## src/rtl/adc_seq_pkg.sv

```systemverilog
package adc_seq_pkg;
  localparam logic [7:0] OP_WAKEUP    = 8'h02;
  localparam logic [7:0] OP_STANDBY   = 8'h04;
  localparam logic [7:0] OP_RESET     = 8'h06;
  localparam logic [7:0] OP_START     = 8'h08;
  localparam logic [7:0] OP_STOP      = 8'h0A;
  localparam logic [7:0] OP_RDATAC    = 8'h10;
  localparam logic [7:0] OP_SDATAC    = 8'h11;
  localparam logic [7:0] OP_RDATA     = 8'h12;
  localparam logic [7:0] OP_OFFSETCAL = 8'h1A;
  localparam logic [7:0] OP_RREG      = 8'h20;
  localparam logic [7:0] OP_WREG      = 8'h40;

  typedef enum logic [1:0] {
    RES_OK       = 2'd0,
    RES_BAD_ID   = 2'd1,
    RES_READBACK = 2'd2
  } result_e;

  typedef enum logic [3:0] {
    PH_SDATAC_A, PH_RESET, PH_SDATAC_B, PH_ID,
    PH_WRITE, PH_VERIFY, PH_START, PH_HOLD, PH_DONE
  } phase_e;

  // system clock cycles covering 'ticks' periods of a slower clock, rounded up
  function automatic int unsigned cycles_for(input int unsigned ticks,
                                             input longint unsigned sys_hz,
                                             input longint unsigned slow_hz);
    logic [63:0] num;
    num = 64'(ticks) * 64'(sys_hz) + 64'(slow_hz) - 64'd1;
    return 32'(num / 64'(slow_hz));
  endfunction

  // register command opcode: base opcode with the 5-bit address in the low bits
  function automatic logic [7:0] reg_cmd(input logic [7:0] base, input logic [4:0] addr);
    return base | {3'b000, addr};
  endfunction
endpackage

```

## src/rtl/adc_cmd_xfer.sv

```systemverilog
// Sends one framed command of 1..3 bytes through the byte-wide SPI master,
// holding chip select for the whole frame, then enforces the deselect gap.
module adc_cmd_xfer #(
  parameter int unsigned CS_GAP = 4
) (
  input  logic        clk,
  input  logic        rst_n,
  input  logic        req,
  input  logic [1:0]  nbytes,
  input  logic [23:0] bytes_in,
  output logic        done,
  output logic [7:0]  rx_last,
  output logic        byte_done,
  output logic        cs_n,
  output logic        spi_go,
  output logic [7:0]  spi_txd,
  input  logic [7:0]  spi_rxd,
  input  logic        spi_busy
);
  localparam int unsigned GAP_W = $clog2(CS_GAP + 1);

  typedef enum logic [2:0] {X_IDLE, X_ISSUE, X_WAITHI, X_WAITLO, X_GAP} xst_e;

  xst_e             st;
  logic [23:0]      sh;
  logic [1:0]       left;
  logic [GAP_W-1:0] gcnt;

  assign spi_go    = (st == X_ISSUE) && !spi_busy;
  assign spi_txd   = sh[7:0];
  assign byte_done = (st == X_WAITLO) && !spi_busy;
  assign cs_n      = !((st == X_ISSUE) || (st == X_WAITHI) || (st == X_WAITLO));

  always_ff @(posedge clk or negedge rst_n) begin
    if (!rst_n) begin
      st      <= X_IDLE;
      sh      <= '0;
      left    <= '0;
      gcnt    <= '0;
      rx_last <= '0;
      done    <= 1'b0;
    end else begin
      done <= 1'b0;
      case (st)
        X_IDLE: if (req) begin
          sh   <= bytes_in;
          left <= nbytes - 2'd1;
          st   <= X_ISSUE;
        end
        X_ISSUE:  if (!spi_busy) st <= X_WAITHI;
        X_WAITHI: if (spi_busy) st <= X_WAITLO;
        X_WAITLO: if (!spi_busy) begin
          rx_last <= spi_rxd;
          if (left == 2'd0) begin
            st   <= X_GAP;
            gcnt <= '0;
          end else begin
            left <= left - 2'd1;
            sh   <= {8'h00, sh[23:8]};
            st   <= X_ISSUE;
          end
        end
        X_GAP: begin
          if (gcnt == GAP_W'(CS_GAP - 1)) begin
            st   <= X_IDLE;
            done <= 1'b1;
          end else begin
            gcnt <= gcnt + 1'b1;
          end
        end
        default: st <= X_IDLE;
      endcase
    end
  end
endmodule

```

## src/rtl/adc_wait_timer.sv

```systemverilog
// Down counter: load a cycle count, 'expired' is high once it reaches zero.
module adc_wait_timer #(
  parameter int unsigned W = 16
) (
  input  logic         clk,
  input  logic         rst_n,
  input  logic         load,
  input  logic [W-1:0] count,
  output logic         expired
);
  logic [W-1:0] cnt;

  always_ff @(posedge clk or negedge rst_n) begin
    if (!rst_n)           cnt <= '0;
    else if (load)        cnt <= count;
    else if (cnt != '0)   cnt <= cnt - 1'b1;
  end

  assign expired = (cnt == '0);
endmodule

```

## src/rtl/adc_bringup_seq.sv

```systemverilog
module adc_bringup_seq
  import adc_seq_pkg::*;
#(
  parameter longint unsigned SYS_CLK_HZ = 200_000_000,
  parameter longint unsigned DEV_CLK_HZ = 512_000,
  parameter longint unsigned MOD_CLK_HZ = 128_000,
  parameter int unsigned     CS_GAP     = 4,
  parameter int unsigned     MAX_REGS   = 10,
  parameter logic [7:0]      DEV_ID     = 8'h73,
  localparam int unsigned    IDX_W      = $clog2(MAX_REGS + 1)
) (
  input  logic                  clk,
  input  logic                  rst_n,
  input  logic                  restart,
  input  logic [MAX_REGS*5-1:0] tbl_addr,
  input  logic [MAX_REGS*8-1:0] tbl_data,
  input  logic [IDX_W-1:0]      tbl_len,
  output logic                  spi_go,
  output logic [7:0]            spi_txd,
  input  logic [7:0]            spi_rxd,
  input  logic                  spi_busy,
  output logic                  cs_n,
  output logic                  done,
  output logic                  busy,
  output logic [1:0]            status
);
  localparam int unsigned RESET_WAIT  = cycles_for(9, SYS_CLK_HZ, MOD_CLK_HZ);
  localparam int unsigned SDATAC_WAIT = cycles_for(4, SYS_CLK_HZ, DEV_CLK_HZ);
  localparam int unsigned MAX_WAIT    = (RESET_WAIT > SDATAC_WAIT) ? RESET_WAIT : SDATAC_WAIT;
  localparam int unsigned WAIT_W      = $clog2(MAX_WAIT + 1);

  // table unpacking
  logic [4:0] addr_arr [MAX_REGS];
  logic [7:0] val_arr  [MAX_REGS];
  for (genvar g = 0; g < MAX_REGS; g++) begin : g_tbl
    assign addr_arr[g] = tbl_addr[g*5 +: 5];
    assign val_arr[g]  = tbl_data[g*8 +: 8];
  end

  phase_e           ph, ph_after;
  result_e          res;
  logic             launched;
  logic [IDX_W-1:0] idx;

  // named internal events
  logic        cmd_req, cmd_done, byte_done, cmd_phase;
  logic [1:0]  cmd_n;
  logic [23:0] cmd_bytes;
  logic [7:0]  rx_last;
  logic        tmr_load, tmr_expired;
  logic [WAIT_W-1:0] tmr_count;
  logic [4:0]  cur_addr;
  logic [7:0]  cur_val;

  assign cur_addr  = addr_arr[idx];
  assign cur_val   = val_arr[idx];
  assign cmd_phase = (ph == PH_SDATAC_A) || (ph == PH_RESET) || (ph == PH_SDATAC_B) ||
                     (ph == PH_ID) || (ph == PH_WRITE) || (ph == PH_VERIFY) ||
                     (ph == PH_START);
  assign cmd_req   = cmd_phase && !launched;

  always_comb begin
    cmd_n     = 2'd1;
    cmd_bytes = 24'h0;
    case (ph)
      PH_SDATAC_A, PH_SDATAC_B: cmd_bytes = {16'h0, OP_SDATAC};
      PH_RESET:                 cmd_bytes = {16'h0, OP_RESET};
      PH_START:                 cmd_bytes = {16'h0, OP_START};
      PH_ID: begin
        cmd_n     = 2'd3;
        cmd_bytes = {8'h00, 8'h00, reg_cmd(OP_RREG, 5'd0)};
      end
      PH_WRITE: begin
        cmd_n     = 2'd3;
        cmd_bytes = {cur_val, 8'h00, reg_cmd(OP_WREG, cur_addr)};
      end
      PH_VERIFY: begin
        cmd_n     = 2'd3;
        cmd_bytes = {8'h00, 8'h00, reg_cmd(OP_RREG, cur_addr)};
      end
      default: ;
    endcase
  end

  assign tmr_load  = cmd_done && ((ph == PH_SDATAC_A) || (ph == PH_RESET) || (ph == PH_SDATAC_B));
  assign tmr_count = (ph == PH_RESET) ? WAIT_W'(RESET_WAIT) : WAIT_W'(SDATAC_WAIT);

  adc_cmd_xfer #(.CS_GAP(CS_GAP)) u_xfer (
    .clk(clk), .rst_n(rst_n), .req(cmd_req), .nbytes(cmd_n), .bytes_in(cmd_bytes),
    .done(cmd_done), .rx_last(rx_last), .byte_done(byte_done), .cs_n(cs_n),
    .spi_go(spi_go), .spi_txd(spi_txd), .spi_rxd(spi_rxd), .spi_busy(spi_busy)
  );

  adc_wait_timer #(.W(WAIT_W)) u_timer (
    .clk(clk), .rst_n(rst_n), .load(tmr_load), .count(tmr_count), .expired(tmr_expired)
  );

  always_ff @(posedge clk or negedge rst_n) begin
    if (!rst_n) begin
      ph       <= PH_SDATAC_A;
      ph_after <= PH_RESET;
      res      <= RES_OK;
      launched <= 1'b0;
      idx      <= '0;
    end else begin
      if (cmd_req) launched <= 1'b1;
      if (cmd_done) begin
        launched <= 1'b0;
        case (ph)
          PH_SDATAC_A: begin ph <= PH_HOLD; ph_after <= PH_RESET;    end
          PH_RESET:    begin ph <= PH_HOLD; ph_after <= PH_SDATAC_B; end
          PH_SDATAC_B: begin ph <= PH_HOLD; ph_after <= PH_ID;       end
          PH_ID: begin
            idx <= '0;
            if (rx_last != DEV_ID) begin
              res <= RES_BAD_ID;
              ph  <= PH_DONE;
            end else begin
              ph <= (tbl_len == '0) ? PH_START : PH_WRITE;
            end
          end
          PH_WRITE: ph <= PH_VERIFY;
          PH_VERIFY: begin
            if (rx_last != cur_val) begin
              res <= RES_READBACK;
              ph  <= PH_DONE;
            end else if ((idx + IDX_W'(1)) == tbl_len) begin
              ph <= PH_START;
            end else begin
              idx <= idx + IDX_W'(1);
              ph  <= PH_WRITE;
            end
          end
          PH_START: ph <= PH_DONE;
          default: ;
        endcase
      end else if (ph == PH_HOLD) begin
        if (tmr_expired) ph <= ph_after;
      end else if (ph == PH_DONE) begin
        if (restart) begin
          ph  <= PH_SDATAC_A;
          res <= RES_OK;
          idx <= '0;
        end
      end
    end
  end

  assign done   = (ph == PH_DONE);
  assign busy   = !done;
  assign status = res;
endmodule

```

## config.mk

```make
export PLATFORM = sky130hd
export DESIGN_NAME = adc_bringup_seq
export DESIGN_NICKNAME = d
export VERILOG_FILES = /design/src/rtl/adc_seq_pkg.sv /design/src/rtl/adc_cmd_xfer.sv /design/src/rtl/adc_wait_timer.sv /design/src/rtl/adc_bringup_seq.sv
export SDC_FILE = /design/constraint.sdc
export NUM_CORES = 1
export LEC_CHECK = 0
export BUFFER_PORTS_ARGS = -buffer_cell sky130_fd_sc_hd__buf_2
export CAP_MARGIN = 20
export CORE_MARGIN = 2
export CORE_UTILIZATION = 52
export DETAILED_ROUTE_END_ITERATION = 16
export PLACE_DENSITY_LB_ADDON = 0.2
export SKIP_LAST_GASP = 1
export SYNTH_ARGS = -nofsm -noshare
export SYNTH_HDL_FRONTEND = slang
export SYNTH_SLANG_ARGS = --single-unit
```

## constraint.sdc

```tcl
create_clock -name clk -period 3 [get_ports clk]
set_input_delay 0.15 -clock clk [delete_from_list [all_inputs] [get_ports clk]]
set_output_delay 0.15 -clock clk [all_outputs]
set_load 0.02 [all_outputs]
```

==> impl_metrics.tcl <==
set metrics [dict create \
    status "completed" \
    worst_pin_slew_ns 0.819 \
    cts_max_level 3 \
    p_per_area_nw_per_um2 592 \
    fin_skew_ns 0.0131 \
    critPathBufInv 2 \
    synth.distinct_cells 61 \
    synth_edf_count 0 \
    cap_violations 0 \
    rsz0062_at_grt "no" \
    maxSlewHeadroom 0.447 \
    antenna_found_initial 0 \
    diodes 0 \
    cts-buffers-inserted 9 \
    wl_per_cell_um 16.8 \
    wl_met2_um 6510 \
    clk_latency_ns 0.33 \
    yosysSeqAreaShare 0.347 \
    finalCriticalPeriod_ns 2.79 \
    place_area_um2 5780 \
    yosysWarningCount 0 \
    dp_cells 772 \
    grt_max_degree 69 \
    dp_hpwl_um 10500 \
    grt_pass1_wl_um 22000 \
    areaGrowthSynthToFinish_pct 23.3 \
    p_leak_nw 2.71 \
    drtIter0Drc 184 \
    slew_violations 0 \
    drt_pre_antenna_iters 5 \
    die_w_um 101 \
    cts_tree "built" \
    end_kind "register" \
    clockBufferDepth 2 \
    cpMostUsedCell "buf_4" \
    coreArea_um2 9200 \
    r2r_slack_ns 0.21 \
    critPathLaunchType "register" \
    cp_max_fo 15 \
    critPathTopFamily "simple AND/OR/NAND/NOR gates" \
    drt.antenna.violating_nets 0 \
    fin_crit_sh 0.931 \
    ioPinCount 160 \
    layout.cells.non_filler 791 \
    synth_area_um2 4900 \
    hold_violations 0 \
    max_stage_delay_ns 0.58 \
    layout_commonest_cell "buf_2" \
    peakVddDrop_uv 462 \
    syn_nets 676 \
    dieHeight_um 101 \
    row_count 35 \
    root_buffer "clkbuf_8" \
    cp_slowest_cell "dfrtp_4" \
    place.gp.congestion 0.890 \
    required_ns 3.26 \
    clk_pin_slew_ns 0.07 \
    nets 825 \
    grt_overflow 0 \
    layout-drive-gt1-share 0.363 \
    synth_top_flop_cell "dfrtp_1" \
    syn_inst 526 \
    fin_area_um2 6050 \
    vias_per_cell 5.94 \
    setup_tns_ns 0 \
    async_flop_share 1.00 \
    portBuffers 159 \
    place_ws_ns 0.0705 \
    initial_core_util 0.533 \
    worst-setup-path-type "register to register" \
    hold_class "input port to register" \
    synth.avg_cell_area_um2 9.32 \
    met3_length_um 710 \
    vias 4696 \
    crit_chain "buf_4, buf_4, mux2i_1, mux2_2, a311oi_1, and4b_1, o211ai_2, or4_1, nand3_1" \
    wl_met1_um 5810 \
    drc 0 \
    layout_common_cells "buf_2, dfrtp_1, nand2_1" \
    cts_sinks 68 \
    max_freq_ghz 0.358 \
    grt_pass1_vias 4581 \
    synth_seq_cells 68 \
    top_layer_used "met4" \
    finalWirelength_um 13300 \
    critPathArrivalTime_ns 3.05 \
    setup_viol 0 \
    layout_setup_ws_ns 0.206 \
    track_usage 0.271 \
    dieArea_um2 10200 \
]
[repair_timing]
item,4_1_cts,5_1_grt
setup buffers,0,2
hold endpoints to repair,67,0
hold buffers,1,0
resized for setup,0,4
endpoints found under the setup margin,0,4
[worst min-delay path, delay by kind of cell]
kind	cells	cell delay, ns
buffers and inverters	1	0.08
AND/OR/NAND/NOR	1	0.04
AO/OA/AOI/OAI	1	0.06
[per-stage QoR]
stage	hold slack (ns)	util	total power, mW
after global placement	0.197	0.629	2.69
final	0.0386	0.658	3.58
after CTS	0.0266	0.655	3.60
after detailed placement	0.199	0.629	2.74
after floorplan	-0.146	-	2.39
after global routing	0.0248	0.658	3.83
[metal layers]
metal | track usage | up-vias
met2 | 0.450 | 167
met4 | 0.0780 | 0
met5 | 0 | -
met1 | 0.366 | 2262
li1 | - | 2246
met3 | 0.0472 | 21
[registers in the layout, summed over array words and instances, names as in the netlist, 3 cells and up]
register        count
idx                 4
u_xfer.st           3
u_xfer.gcnt         3
u_timer.cnt        14
ph                  4
u_xfer.rx_last      8
u_xfer.sh          24
[cells in the mapped netlist, drive strengths merged, types with 6 or more instances]
| cell type | number | area, µm² |
|---|---|---|
| a21oi | 34 | 170 |
| a22o | 10 | 87.6 |
| a31oi | 8 | 50.1 |
| buf | 20 | 130 |
| clkbuf | 24 | 90.1 |
| dfrtp | 67 | 1680 |
| inv | 14 | 52.6 |
| mux2 | 15 | 169 |
| mux2i | 18 | 180 |
| mux4 | 23 | 522 |
| nand2 | 64 | 240 |
| nand3 | 9 | 45.0 |
| nor2 | 38 | 143 |
| nor2b | 6 | 37.5 |
| nor3 | 11 | 55.1 |
| nor3b | 7 | 57.6 |
| nor4 | 8 | 62.6 |
| o21ai | 36 | 180 |
| o22ai | 8 | 50.1 |
| xnor2 | 20 | 175 |
| xor2 | 7 | 61.3 |
[power by group]
group	switching [mW]	leakage (nW)	internal, mW	total, mW
Sequential	0.317	0.873	1.23	1.55
Clock	0.358	0.110	0.494	0.852
Combinational	0.595	1.73	0.588	1.18
[path summary, 6_finish.rpt]
kind                                          start                       endpoint  cells past startpoint
min in group asynchronous                     rst_n       u_xfer.sh[4]$_DFFE_PN0P_                      3
min reg2reg                u_xfer.sh[1]$_DFFE_PN0P_       u_xfer.sh[1]$_DFFE_PN0P_                      2
max reg2reg                      idx[0]$_DFFE_PN0P_             idx[2]$_DFFE_PN0P_                      9
max                              idx[0]$_DFFE_PN0P_             idx[2]$_DFFE_PN0P_                      9
min                                      spi_rxd[6]  u_xfer.rx_last[6]$_DFFE_PN0P_                      3
max in group asynchronous                     rst_n             idx[0]$_DFFE_PN0P_                      3
[kinds of logic after synthesis]
group / share of synthesized area
and+or+nand+nor: 0.177
AOI/OAI and AO/OA: 0.184
DFF: 0.347
buffers and inverters: 0.0556
muxes: 0.178
xor gates and xnor gates: 0.0482
adders and majority gates: 0.0102
[layout make-up]
class | instances | area, µm²
clock buffer | 11 | 141
clock inverter | 5 | 85.1
fill | 795 | 3150
inverter | 14 | 52.6
multi-input combinational | 400 | 2940
sequential | 68 | 1710
tap | 111 | 139
timing repair buffer | 182 | 983
Power figures use the tool's default switching activity.
